--- src/rtl/flash_cc_pkg.sv ---
package flash_cc_pkg;

  // Which command interpreter owns a running command or a region.
  typedef enum logic {
    OWNER_NORMAL = 1'b0,
    OWNER_SECURE = 1'b1
  } owner_e;

  // How an incoming bus request is answered.
  typedef enum logic [1:0] {
    ACT_OK    = 2'd0,
    ACT_ERR   = 2'd1,
    ACT_STALL = 2'd2
  } act_e;

endpackage

--- src/rtl/flash_cc_timer.sv ---
module flash_cc_timer
  import flash_cc_pkg::*;
#(
  parameter int CNT_W  = 8,
  parameter int WORD_W = 4,
  parameter int DW     = 32
) (
  input  logic              clk,
  input  logic              rst_n,
  input  logic              load,
  input  logic [CNT_W-1:0]  load_cycles,
  input  owner_e            load_owner,
  input  logic              load_erase,
  input  logic [WORD_W-1:0] load_word,
  input  logic [DW-1:0]     load_data,
  output logic              busy,
  output owner_e            owner,
  output logic              done,
  output logic              pend_erase,
  output logic [WORD_W-1:0] pend_word,
  output logic [DW-1:0]     pend_data
);

  logic [CNT_W-1:0] cnt;

  assign busy = (cnt != '0);
  assign done = (cnt == CNT_W'(1));

  always_ff @(posedge clk) begin
    if (!rst_n) begin
      cnt        <= '0;
      owner      <= OWNER_NORMAL;
      pend_erase <= 1'b0;
      pend_word  <= '0;
      pend_data  <= '0;
    end else if (load) begin
      cnt        <= (load_cycles == '0) ? CNT_W'(1) : load_cycles;
      owner      <= load_owner;
      pend_erase <= load_erase;
      pend_word  <= load_word;
      pend_data  <= load_data;
    end else if (busy) begin
      cnt <= cnt - CNT_W'(1);
    end
  end

  // a launched command makes the bank busy on the next cycle
  p_load_sets_busy_r5: assert property (@(posedge clk) disable iff (!rst_n)
    load |=> busy);

  // the owner of a running command does not change under it
  p_owner_held_r7: assert property (@(posedge clk) disable iff (!rst_n)
    (busy && !load) |=> $stable(owner));

endmodule

--- src/rtl/flash_cc_array.sv ---
module flash_cc_array #(
  parameter int NB     = 4,
  parameter int WORDS  = 16,
  parameter int DW     = 32,
  parameter int BANK_W = 2,
  parameter int WORD_W = 4
) (
  input  logic                        clk,
  input  logic                        rst_n,
  input  logic [NB-1:0]               wr_done,
  input  logic [NB-1:0]               wr_erase,
  input  logic [NB-1:0][WORD_W-1:0]   wr_word,
  input  logic [NB-1:0][DW-1:0]       wr_data,
  input  logic [BANK_W-1:0]           rd_bank,
  input  logic [WORD_W-1:0]           rd_word,
  output logic [DW-1:0]               rd_data
);

  localparam int CELLS = NB * WORDS;

  logic [DW-1:0] cell_q [CELLS];

  for (genvar b = 0; b < NB; b++) begin : g_bank
    for (genvar w = 0; w < WORDS; w++) begin : g_word
      logic [DW-1:0] val;
      always_ff @(posedge clk) begin
        if (!rst_n) begin
          val <= '1;
        end else if (wr_done[b]) begin
          if (wr_erase[b])                      val <= '1;
          else if (wr_word[b] == WORD_W'(w))    val <= wr_data[b];
        end
      end
      assign cell_q[b*WORDS + w] = val;
    end
  end

  assign rd_data = cell_q[{rd_bank, rd_word}];

endmodule

--- src/rtl/flash_cc_decide.sv ---
module flash_cc_decide
  import flash_cc_pkg::*;
#(
  parameter int NB     = 4,
  parameter int BANK_W = 2
) (
  input  logic              is_status,
  input  logic              is_write,
  input  logic [BANK_W-1:0] bank,
  input  logic [NB-1:0]     bank_busy,
  input  logic              nrm_busy,
  input  logic              sec_busy,
  input  logic              stall_en,
  output act_e              act,
  output owner_e            region_owner
);

  logic owner_busy;

  always_comb begin
    region_owner = (bank == BANK_W'(NB-1)) ? OWNER_SECURE : OWNER_NORMAL;
    owner_busy   = (region_owner == OWNER_SECURE) ? sec_busy : nrm_busy;
    if (is_status)
      act = is_write ? ACT_ERR : ACT_OK;
    else if (is_write)
      act = (bank_busy[bank] || owner_busy) ? ACT_ERR : ACT_OK;
    else if (bank_busy[bank])
      act = stall_en ? ACT_STALL : ACT_ERR;
    else
      act = ACT_OK;
  end

endmodule

--- src/rtl/flash_cc.sv ---
module flash_cc
  import flash_cc_pkg::*;
#(
  parameter int NB     = 4,
  parameter int WORDS  = 16,
  parameter int DW     = 32,
  parameter int CNT_W  = 8,
  localparam int BANK_W = $clog2(NB),
  localparam int WORD_W = $clog2(WORDS),
  localparam int AW     = 1 + BANK_W + WORD_W
) (
  input  logic              clk,
  input  logic              rst_n,
  input  logic              stall_en,
  input  logic [CNT_W-1:0]  prog_cycles,
  input  logic              req_valid,
  output logic              req_ready,
  input  logic              req_write,
  input  logic [AW-1:0]     req_addr,
  input  logic [DW-1:0]     req_wdata,
  output logic              rsp_valid,
  output logic              rsp_err,
  output logic [DW-1:0]     rsp_rdata,
  input  logic              erase_valid,
  input  logic [BANK_W-1:0] erase_bank,
  input  logic              erase_secure,
  input  logic [CNT_W-1:0]  erase_cycles
);

  // ---------------- request decode
  logic              is_status;
  logic [BANK_W-1:0] bank;
  logic [WORD_W-1:0] word;

  assign is_status = req_addr[AW-1];
  assign bank      = req_addr[AW-2 -: BANK_W];
  assign word      = req_addr[WORD_W-1:0];

  // ---------------- per-bank state
  logic [NB-1:0]             bank_busy;
  logic [NB-1:0]             bank_done;
  logic [NB-1:0]             pend_erase;
  logic [NB-1:0][WORD_W-1:0] pend_word;
  logic [NB-1:0][DW-1:0]     pend_data;
  owner_e                    bank_owner [NB];
  logic                      nrm_busy;
  logic                      sec_busy;

  always_comb begin
    nrm_busy = 1'b0;
    sec_busy = 1'b0;
    for (int b = 0; b < NB; b++) begin
      if (bank_busy[b]) begin
        if (bank_owner[b] == OWNER_SECURE) sec_busy = 1'b1;
        else                               nrm_busy = 1'b1;
      end
    end
  end

  // ---------------- conflict decision
  act_e   act;
  owner_e region_owner;

  flash_cc_decide #(
    .NB     (NB),
    .BANK_W (BANK_W)
  ) u_decide (
    .is_status    (is_status),
    .is_write     (req_write),
    .bank         (bank),
    .bank_busy    (bank_busy),
    .nrm_busy     (nrm_busy),
    .sec_busy     (sec_busy),
    .stall_en     (stall_en),
    .act          (act),
    .region_owner (region_owner)
  );

  logic hs;
  logic wr_go;
  logic erase_go;
  logic erase_owner_busy;

  assign req_ready        = (act != ACT_STALL);
  assign hs               = req_valid && req_ready;
  assign wr_go            = hs && req_write && (act == ACT_OK) && !is_status;
  assign erase_owner_busy = erase_secure ? sec_busy : nrm_busy;
  assign erase_go         = erase_valid && !(hs && req_write) &&
                            !bank_busy[erase_bank] && !erase_owner_busy;

  // ---------------- command timers, one per bank
  for (genvar b = 0; b < NB; b++) begin : g_timer
    logic   wr_here;
    logic   er_here;
    owner_e ld_owner;

    assign wr_here  = wr_go && (bank == BANK_W'(b));
    assign er_here  = erase_go && (erase_bank == BANK_W'(b));
    assign ld_owner = wr_here ? region_owner
                              : (erase_secure ? OWNER_SECURE : OWNER_NORMAL);

    flash_cc_timer #(
      .CNT_W  (CNT_W),
      .WORD_W (WORD_W),
      .DW     (DW)
    ) u_timer (
      .clk         (clk),
      .rst_n       (rst_n),
      .load        (wr_here || er_here),
      .load_cycles (wr_here ? prog_cycles : erase_cycles),
      .load_owner  (ld_owner),
      .load_erase  (!wr_here),
      .load_word   (word),
      .load_data   (req_wdata),
      .busy        (bank_busy[b]),
      .owner       (bank_owner[b]),
      .done        (bank_done[b]),
      .pend_erase  (pend_erase[b]),
      .pend_word   (pend_word[b]),
      .pend_data   (pend_data[b])
    );
  end

  // ---------------- array model
  logic [DW-1:0] rd_data;

  flash_cc_array #(
    .NB     (NB),
    .WORDS  (WORDS),
    .DW     (DW),
    .BANK_W (BANK_W),
    .WORD_W (WORD_W)
  ) u_array (
    .clk      (clk),
    .rst_n    (rst_n),
    .wr_done  (bank_done),
    .wr_erase (pend_erase),
    .wr_word  (pend_word),
    .wr_data  (pend_data),
    .rd_bank  (bank),
    .rd_word  (word),
    .rd_data  (rd_data)
  );

  // ---------------- status word
  logic [DW-1:0] status_word;

  always_comb begin
    status_word         = '0;
    status_word[NB-1:0] = bank_busy;
    status_word[NB]     = nrm_busy;
    status_word[NB+1]   = sec_busy;
  end

  // ---------------- response
  always_ff @(posedge clk) begin
    if (!rst_n) begin
      rsp_valid <= 1'b0;
      rsp_err   <= 1'b0;
      rsp_rdata <= '0;
    end else begin
      rsp_valid <= hs;
      rsp_err   <= hs && (act == ACT_ERR);
      if (hs && !req_write && (act == ACT_OK))
        rsp_rdata <= is_status ? status_word : rd_data;
      else
        rsp_rdata <= '0;
    end
  end

  // ---------------- assertions
  // an error response carries no data
  p_err_no_data_r3: assert property (@(posedge clk) disable iff (!rst_n)
    (rsp_valid && rsp_err) |-> (rsp_rdata == '0));

  // errors only appear as part of a response
  p_err_in_rsp_r3: assert property (@(posedge clk) disable iff (!rst_n)
    rsp_err |-> rsp_valid);

  // writes are never held off
  p_write_no_wait_r10: assert property (@(posedge clk) disable iff (!rst_n)
    (req_valid && req_write) |-> req_ready);

  // status accesses are never held off
  p_status_no_wait_r9: assert property (@(posedge clk) disable iff (!rst_n)
    (req_valid && req_addr[AW-1]) |-> req_ready);

  // holding off a request happens only with the stall policy chosen
  p_stall_needs_cfg_r4: assert property (@(posedge clk) disable iff (!rst_n)
    (req_valid && !req_ready) |-> stall_en);

  // every accepted request yields a response on the next cycle
  p_rsp_follows_r2: assert property (@(posedge clk) disable iff (!rst_n)
    (req_valid && req_ready) |=> rsp_valid);

endmodule

--- config.mk ---
export PLATFORM = sky130hd
export DESIGN_NAME = flash_cc
export DESIGN_NICKNAME = d
export VERILOG_FILES = /design/src/rtl/flash_cc_pkg.sv /design/src/rtl/flash_cc_timer.sv /design/src/rtl/flash_cc_array.sv /design/src/rtl/flash_cc_decide.sv /design/src/rtl/flash_cc.sv
export SDC_FILE = /design/constraint.sdc
export NUM_CORES = 2
export LEC_CHECK = 0
export ABC_CLOCK_PERIOD_IN_PS = 3000
export BUFFER_PORTS_ARGS = -buffer_cell sky130_fd_sc_hd__buf_4
export CAP_MARGIN = 25
export CORE_ASPECT_RATIO = 1.75
export CORE_UTILIZATION = 50
export DETAILED_ROUTE_END_ITERATION = 10
export PLACE_DENSITY = 0.68
export SYNTH_ARGS = -nofsm -noshare
export SYNTH_HDL_FRONTEND = slang
export SYNTH_SLANG_ARGS = --single-unit
--- constraint.sdc ---
create_clock -name clk -period 3 [get_ports clk]
set_clock_uncertainty 0.1 [all_clocks]
set_input_delay 0 -clock clk [delete_from_list [all_inputs] [get_ports clk]]
set_output_delay 0 -clock clk [all_outputs]
set_load 0.01 [all_outputs]
# == Yosys cells after proc, flatten, opt, wreduce, memory -nomap -nowiden ==
# Cells that the tools add are included.
# classes
reduce_logical,181
addsub,4
order_cmp,3
n_bitwise,3
n_mux,182
eq_ne,72
# op_table
op,count
2-to-1 mux 32 bit,130
binary-select mux 32 bit (select 6 bit),1
nonzero test 2 bit,68
AND reduction 2 bit,65
== test 4 bit (second input constant),32
2-to-1 mux 8 bit,16
== test 4 x 3 -> 1 bit (second input constant),16
== test 4 x 2 -> 1 bit (second input constant),8
== test 8 x 1 -> 1 bit (second input constant),4
logical NOT 8 bit,4
nonzero test 8 bit,4
subtractor 8 x 1 -> 8 bit (second input constant),4
2-to-1 mux 1 bit,28
logical AND 1 bit,18
== test 4 x 1 -> 1 bit (second input constant),4
logical NOT 4 bit,4
logical NOT 1 bit,9
== test 2 bit (second input constant),4
2-to-1 mux 2 bit,4
>= comparator 7 bit (second input constant),1
inverter 6 -> 7 bit,1
== test 2 x 1 -> 1 bit (second input constant),3
logical NOT 2 bit,3
< comparator 2 x 3 -> 1 bit (second input constant),2
other kinds (6),12
# word_totals
wordCells,533
inputBits,64
out_inout_bits,35
regBits,2266

# == Longest topological paths before layout ==
# depth
word_depth,23
depth_mapped,12
depth_no_buf,8

# == Hierarchy ==
# Synthesis repeated with hierarchy kept, for this count alone.
# hier_totals
hier_cells,9271
area_unflattened_um2,93880.0
# modules_own_cells
module,area_per_inst_um2,instances,cells_per_inst
flash_cc_array,84431.0,1,8376
flash_cc_timer,1926.8,4,183
flash_cc,1645.3,1,150
flash_cc_decide,96.3,1,13

# == Least setup slack after synthesis ==
# No wires, ideal clock.
# synth_path
path_type,reg-to-reg
start,register g_timer[0].u_timer.cnt[0]
end,register g_timer[2].u_timer.pend_data[10]
path_buffers,3
setup_slack_ps,88
period_less_slack_ps,2912
setup_ps,132
required_ps,2768
arrival_time_ps,2680
stages_incl_launch_ff,12
path_cell_list,dfxtp_1 -> inv_1 -> ha_1 -> nor3b_1 -> a21oi_1 -> or4_4 -> buf_6 -> or4_1 -> buf_2 -> buf_2 -> nand3_1 -> a21oi_1
# synth_via
elab_chain_cells,22
# synth_lines
item,line,source
"start, declared",flash_cc_timer.sv:24,logic [CNT_W-1:0] cnt;
"start signal, assigned",flash_cc_timer.sv:37,cnt <= (load_cycles == '0) ? CNT_W'(1) : load_cycles;
"start signal, assigned",flash_cc_timer.sv:43,cnt <= cnt - CNT_W'(1);
nonzero test 8 bit (*),flash_cc_timer.sv:26,assign busy = (cnt != '0);
2-to-1 mux 1 bit,flash_cc.sv:53,if (bank_busy[b]) begin
2-to-1 mux 1 bit,flash_cc.sv:54,if (bank_owner[b] == OWNER_SECURE) sec_busy = 1'b1;
2-to-1 mux 1 bit,flash_cc.sv:53,
2-to-1 mux 1 bit,flash_cc.sv:54,
2-to-1 mux 1 bit,flash_cc.sv:53,
2-to-1 mux 1 bit,flash_cc.sv:54,
2-to-1 mux 1 bit,flash_cc.sv:53,
[... 5 more ...],--,
inequality test 2 bit,flash_cc.sv:84,assign req_ready = (act != ACT_STALL);
logical AND 1 bit,flash_cc.sv:85,assign hs = req_valid && req_ready;
logical AND 1 bit,"flash_cc.sv:86, flash_cc.sv:88",
logical NOT 1 bit,flash_cc.sv:88,assign erase_go = erase_valid && !(hs && req_write) &&
logical AND 1 bit (2 in a row),flash_cc.sv:88,
logical AND 1 bit,flash_cc.sv:89,!bank_busy[erase_bank] && !erase_owner_busy;
logical AND 1 bit,flash_cc.sv:98,assign er_here = erase_go && (erase_bank == BANK_W'(b));
logical OR 1 bit (*),flash_cc.sv:109,".load (wr_here || er_here),"
"end signal, assigned",flash_cc_timer.sv:41,pend_data <= load_data;
"end, declared",flash_cc_timer.sv:21,output logic [DW-1:0] pend_data
# Mark *: on every way between the ends. The rest lies on a longest branch, timed or not. The select of a mux whose other input is x is not followed.
# A chain may end at the register's enable or synchronous reset.

# == Worst setup path in the final report ==
# layout_path
start,register g_timer[2].u_timer.cnt[0]
end,output req_ready
# layout_via
elab_chain_cells,10
# layout_lines
item,line,source
"start, declared",flash_cc_timer.sv:24,
"start signal, assigned",flash_cc_timer.sv:37,
"start signal, assigned",flash_cc_timer.sv:43,
nonzero test 8 bit (*),flash_cc_timer.sv:26,
2-to-1 mux 1 bit,flash_cc.sv:53,
2-to-1 mux 1 bit,flash_cc.sv:54,
2-to-1 mux 1 bit,flash_cc.sv:53,
2-to-1 mux 1 bit,flash_cc_decide.sv:22,owner_busy = (region_owner == OWNER_SECURE) ? sec_busy : nrm_busy;
logical OR 1 bit,flash_cc_decide.sv:26,act = (bank_busy[bank] || owner_busy) ? ACT_ERR : ACT_OK;
2-to-1 mux 1 bit,flash_cc_decide.sv:26,
2-to-1 mux 2 bit (*),flash_cc_decide.sv:25,else if (is_write)
2-to-1 mux 2 bit (*),flash_cc_decide.sv:23,if (is_status)
inequality test 2 bit (*),flash_cc.sv:84,
"end, declared",flash_cc.sv:17,"output logic req_ready,"
# Marked as above.

==> impl_results.html <==
<table>
<tr><th>Metric</th><th>Value</th></tr>
<tr><th colspan="2">Run status</th></tr>
<tr><td>Run status</td><td>finished with violations</td></tr>
<tr><td>Violations in the final reports</td><td>design-rule violations</td></tr>
<tr><th colspan="2">Yosys</th></tr>
<tr><td>Syn Inst Count</td><td>roughly 9000</td></tr>
<tr><td>Count of synthesis-stage warnings from yosys</td><td>0</td></tr>
<tr><td>Portion of the post-synthesis area used by sequential elements</td><td>48.7%</td></tr>
<tr><td>Number of distinct standard cells referenced by the synthesized netlist</td><td>between 50 and 60</td></tr>
<tr><td>Post-synthesis instance area</td><td>slightly above 90000 µm²</td></tr>
<tr><td>Number of storage elements in the synthesis netlist</td><td>~2300</td></tr>
<tr><td>EDFF count, synth</td><td>0</td></tr>
<tr><td>Average cell area after synthesis</td><td>between 10 and 15 µm²</td></tr>
<tr><td>Net count of the mapped netlist</td><td>9243</td></tr>
<tr><td>Primary flip-flop cell chosen by synthesis mapping</td><td>sky130_fd_sc_hd__dfxtp_1</td></tr>
<tr><td>Async set or reset register ratio after synthesis</td><td>0%</td></tr>
<tr><th colspan="2">Min path</th></tr>
<tr><td>Path category of the worst min-delay check</td><td>primary input to flop</td></tr>
<tr><th colspan="2">Floorplanning</th></tr>
<tr><td>Rows</td><td>between 200 and 250</td></tr>
<tr><td>Horiz. Die Dim</td><td>about 330 µm</td></tr>
<tr><td>Starting density of the core</td><td>50.3%</td></tr>
<tr><td>Die footprint</td><td>188000 µm²</td></tr>
<tr><td>Number of ports placed on the die boundary</td><td>99</td></tr>
<tr><td>Placeable Area</td><td>approximately 190000 µm²</td></tr>
<tr><td>Die height</td><td>roughly 570 µm</td></tr>
<tr><th colspan="2">Pwr</th></tr>
<tr><td>Power density normalized to cell area</td><td>~640 nW/µm²</td></tr>
<tr><td>Static Leakage</td><td>46.5 nW</td></tr>
<tr><td>Worst voltage drop across the vdd grid</td><td>476 µV</td></tr>
<tr><td>Total design power</td><td>~68 mW</td></tr>
<tr><th colspan="2">Clocking</th></tr>
<tr><td>H-tree depth</td><td>4</td></tr>
<tr><td>Worst-path clk slew</td><td>approximately 0.070 ns</td></tr>
<tr><td>Clock latency at the later pin of the worst-skew pair</td><td>0.84 ns</td></tr>
<tr><td>TritonCTS clock tree</td><td>built</td></tr>
<tr><td>Number of buffers created by CTS</td><td>201</td></tr>
<tr><td>Number of sinks driven by the clock tree</td><td>approximately 2300</td></tr>
<tr><td>Cell at the root of the clock tree</td><td>sky130_fd_sc_hd__clkbuf_16</td></tr>
<tr><td>Clock Tree Buf Depth</td><td>4</td></tr>
<tr><th colspan="2">Final layout</th></tr>
<tr><td>Area grow syn2layout</td><td>13.8%</td></tr>
<tr><td>Filler Cell Count</td><td>approximately 15000</td></tr>
<tr><td>Layout net count</td><td>approximately 9000</td></tr>
<tr><td>Ratio of cells with drive above 1 in the final layout</td><td>approximately 17%</td></tr>
<tr><th colspan="2">Setup path</th></tr>
<tr><td>Arrival time worst endpoint</td><td>roughly 2.9 ns</td></tr>
<tr><td>Largest fanout of any net on the critical path</td><td>4</td></tr>
<tr><td>CP Capture Type</td><td>output pin</td></tr>
<tr><td>Kind of launch point of the worst setup path</td><td>flop</td></tr>
<tr><td>Path type of the worst setup path</td><td>flop to output pin</td></tr>
<tr><td>Worst EP required</td><td>between 2 and 3 ns</td></tr>
<tr><th colspan="2">Detailed routing</th></tr>
<tr><td>Violation count after the first detailed-routing iteration</td><td>8395</td></tr>
<tr><td>Vias post-DR</td><td>between 70000 and 80000</td></tr>
<tr><td>First drt pass iteration count</td><td>11</td></tr>
<tr><td>Final Routed Wirelength</td><td>around 300 mm</td></tr>
<tr><td>Post-route DRC</td><td>28</td></tr>
<tr><td>Vias per std cell</td><td>about 6.5</td></tr>
<tr><td>Average detailed-routed wire length per instance</td><td>about 26 µm</td></tr>
<tr><td>ANT nets after route</td><td>0</td></tr>
<tr><th colspan="2">GRT</th></tr>
<tr><td>Initial antenna violation count</td><td>19</td></tr>
<tr><td>Wire length of the first global-routing pass</td><td>454 mm</td></tr>
<tr><td>Largest net degree at the start of global routing</td><td>about 240</td></tr>
<tr><td>GR Overflow Total</td><td>0</td></tr>
<tr><td>Total routing usage reported by global routing</td><td>31.6%</td></tr>
<tr><td>Via count of the first global-routing pass</td><td>a little over 70000</td></tr>
<tr><th colspan="2">Timing</th></tr>
<tr><td>Max-slew headroom</td><td>11.0%</td></tr>
<tr><td>RSZ-0062 raised after global routing</td><td>false</td></tr>
<tr><td>Ratio of final minimum period to clock period</td><td>between 90% and 100%</td></tr>
<tr><td>Period minus WS final</td><td>roughly 3.0 ns</td></tr>
<tr><td>Final Hold Violating Endpoints</td><td>0</td></tr>
<tr><td>Number of failing setup endpoints in the final timing report</td><td>0</td></tr>
<tr><td>Least-Margin Pin Slew</td><td>1.33 ns</td></tr>
<tr><td>Fmax</td><td>between 0.3 and 0.4 GHz</td></tr>
<tr><td>Pins over their slew limit</td><td>0</td></tr>
<tr><td>Worst slack on hold paths</td><td>~0.046 ns</td></tr>
<tr><th colspan="2">Placed design</th></tr>
<tr><td>RD Place Congestion</td><td>approximately 1</td></tr>
<tr><td>Port Buffers</td><td>98</td></tr>
<tr><td>Post-DP HPWL</td><td>193 mm</td></tr>
<tr><th colspan="2">Flow run</th></tr>
<tr><td>Number of max-cap violations</td><td>0</td></tr>
</table>
## Yosys cell counts, types with 3 or more instances
cell type	instances	share of area, %
sky130_fd_sc_hd__a221oi_1	3	0.028
sky130_fd_sc_hd__o21ai_1	77	0.41
sky130_fd_sc_hd__ha_1	8	0.11
sky130_fd_sc_hd__xor2_1	7	0.066
sky130_fd_sc_hd__inv_1	12	0.048
sky130_fd_sc_hd__or4_1	7	0.056
sky130_fd_sc_hd__a22oi_1	10	0.081
sky130_fd_sc_hd__nand4_1	9	0.060
sky130_fd_sc_hd__nor3b_1	3	0.024
sky130_fd_sc_hd__buf_1	64	0.26
sky130_fd_sc_hd__dfxtp_1	2266	49
sky130_fd_sc_hd__and2_1	4	0.027
sky130_fd_sc_hd__a41oi_1	4	0.038
sky130_fd_sc_hd__clkbuf_1	903	3.6
sky130_fd_sc_hd__nor3_1	45	0.24
sky130_fd_sc_hd__or3_1	6	0.040
sky130_fd_sc_hd__buf_6	5	0.060
sky130_fd_sc_hd__a31oi_1	13	0.087
sky130_fd_sc_hd__a21oi_1	164	0.88
sky130_fd_sc_hd__nor4_1	13	0.087
sky130_fd_sc_hd__nor4_4	4	0.091
sky130_fd_sc_hd__nand2b_1	26	0.17
sky130_fd_sc_hd__and3_1	6	0.040
sky130_fd_sc_hd__mux2i_1	116	1.2
sky130_fd_sc_hd__nor2_1	189	0.76
sky130_fd_sc_hd__nand4b_1	3	0.028
sky130_fd_sc_hd__or3b_2	3	0.028
sky130_fd_sc_hd__o31ai_1	5	0.040
sky130_fd_sc_hd__mux2_2	4	0.048
sky130_fd_sc_hd__o2111ai_1	4	0.038
sky130_fd_sc_hd__mux4_2	630	15
sky130_fd_sc_hd__nand2_1	2165	8.7
sky130_fd_sc_hd__o22ai_2	3	0.040
sky130_fd_sc_hd__o21ai_0	105	0.56
sky130_fd_sc_hd__buf_2	45	0.24
sky130_fd_sc_hd__nand3_1	138	0.74
sky130_fd_sc_hd__nor2b_1	3	0.020
sky130_fd_sc_hd__o22ai_1	26	0.17
sky130_fd_sc_hd__o211ai_1	2050	17
## state kept, by name, summed over array words and instances (netlist names), 4 cells and up
register,cells
g_timer.u_timer.pend_data,128
rsp_rdata,32
u_array.g_bank.g_word.val,2048
g_timer.u_timer.owner,4
g_timer.u_timer.pend_erase,4
g_timer.u_timer.cnt,32
g_timer.u_timer.pend_word,16
## cells by family (layout without fill, tap and decap cells)
family                   after synthesis  after routing  synth area share (%)
AND/OR/NAND/NOR                     2631           2631                  11.2
buffers and inverters               1031            937                  4.26
adder cells (fa/ha/maj)                8              8                 0.108
AO/OA/AOI/OAI                       2477           2477                  19.1
XOR/XNOR                               8              8                0.0753
other                                  0              9                     0
flip-flops                          2266           2266                  48.7
multiplexers                         750            750                  16.5
## routing by layer
metal	vias to the layer above	routed length (µm)	share of wire, %	global-route usage [%]
met5	-	80	0.027	0
met4	12	20300	6.7	19.2
met3	852	22500	7.5	4.38
met2	3313	146000	48	52.3
met1	37000	113000	37	39.0
li1	33600	-	-	-
## final cells by class
type / instances / area [µm²] / area share, %
Timing Repair Buffer: 574 / 6080 / 5.74
Multi-Input combinational cell: 5874 / 44600 / 42.1
Clock buffer: 278 / 5800 / 5.48
Inverter: 13 / 56.3 / 0.0531
Sequential cell: 2266 / 45400 / 42.8
Tap cell: 2426 / 3040 / 2.87
Antenna cell: 9 / 22.5 / 0.0213
Clock inverter: 72 / 930 / 0.877
## worst paths after layout
kind / start / endpoint / slack (ns) / cells after the start
max: g_timer[2].u_timer.cnt[0] / req_ready / 0.03 / 9
min: req_wdata[31] / g_timer[1].u_timer.pend_data[31] / 0.05 / 4
min reg2reg: g_timer[1].u_timer.pend_data[5] / g_timer[1].u_timer.pend_data[5] / 0.36 / 2
max reg2reg: g_timer[2].u_timer.cnt[0] / g_timer[0].u_timer.pend_data[31] / 0.15 / 10
## cell usage in the layout (no fill, tap or decap), types with 7 or more instances in the layout
master,Yosys,layout
sky130_fd_sc_hd__dfxtp_1,2266,2262
sky130_fd_sc_hd__nand2_1,2165,2163
sky130_fd_sc_hd__o211ai_1,2050,2050
sky130_fd_sc_hd__mux4_2,630,630
sky130_fd_sc_hd__buf_4,1,324
sky130_fd_sc_hd__clkbuf_16,0,205
sky130_fd_sc_hd__nor2_1,189,188
sky130_fd_sc_hd__a21oi_1,164,163
sky130_fd_sc_hd__nand3_1,138,137
sky130_fd_sc_hd__mux2i_1,116,116
sky130_fd_sc_hd__dlygate4sd3_1,0,111
sky130_fd_sc_hd__o21ai_0,105,105
sky130_fd_sc_hd__buf_12,0,105
sky130_fd_sc_hd__o21ai_4,0,65
sky130_fd_sc_hd__nor3_1,45,45
sky130_fd_sc_hd__clkbuf_8,0,45
sky130_fd_sc_hd__clkinv_2,0,37
sky130_fd_sc_hd__clkbuf_1,903,33
sky130_fd_sc_hd__nand2b_1,26,26
sky130_fd_sc_hd__o22ai_1,26,26
sky130_fd_sc_hd__buf_6,5,24
sky130_fd_sc_hd__bufinv_16,0,20
sky130_fd_sc_hd__nor4_1,13,13
sky130_fd_sc_hd__a31oi_1,13,13
sky130_fd_sc_hd__inv_1,12,11
sky130_fd_sc_hd__a22oi_1,10,10
sky130_fd_sc_hd__diode_2,0,9
sky130_fd_sc_hd__nand4_1,9,9
sky130_fd_sc_hd__o21ai_1,77,9
sky130_fd_sc_hd__xor2_1,7,7
sky130_fd_sc_hd__clkinv_4,0,7
## critical path: stages, from the launching register on
cell,delay (ns)
sky130_fd_sc_hd__dfxtp_1,0.37
sky130_fd_sc_hd__inv_1,0.08
sky130_fd_sc_hd__ha_2,0.21
sky130_fd_sc_hd__nor3b_4,0.15
sky130_fd_sc_hd__buf_4,0.16
sky130_fd_sc_hd__nand2_2,0.14
sky130_fd_sc_hd__o21ai_0,0.14
sky130_fd_sc_hd__mux2i_1,0.32
sky130_fd_sc_hd__nand3_2,0.25
sky130_fd_sc_hd__buf_4,0.22
## through the flow
stage	cell area [µm²]	TNS (ns)	cells	util, %	setup slack, ns
after floorplan	93100	0	9171	-	0.0877
after global placement	97400	0	11000	52.6	0.0473
after detailed placement	97700	-0.253	11000	52.8	-0.0279
after CTS	106000	0	11500	57.0	0.00455
after global routing	106000	0	11500	57.2	0.00361
final	106000	0	11500	57.2	0.0317
## report_power, final
| group | total [mW] | switching [mW] | internal, mW |
|---|---|---|---|
| combinational | 9.28 | 5.71 | 3.57 |
| clock | 26.9 | 11.6 | 15.2 |
| sequential | 32.2 | 0.859 | 31.3 |
## what timing repair did
item,in CTS,in global routing
resized for setup,4,13
endpoints found under the hold margin,814,0
hold buffers,111,0
buffers inserted,0,2
endpoints found under the setup margin,39,121
pin swaps,1,1
No activity file was read; power rests on OpenSTA's default activity.
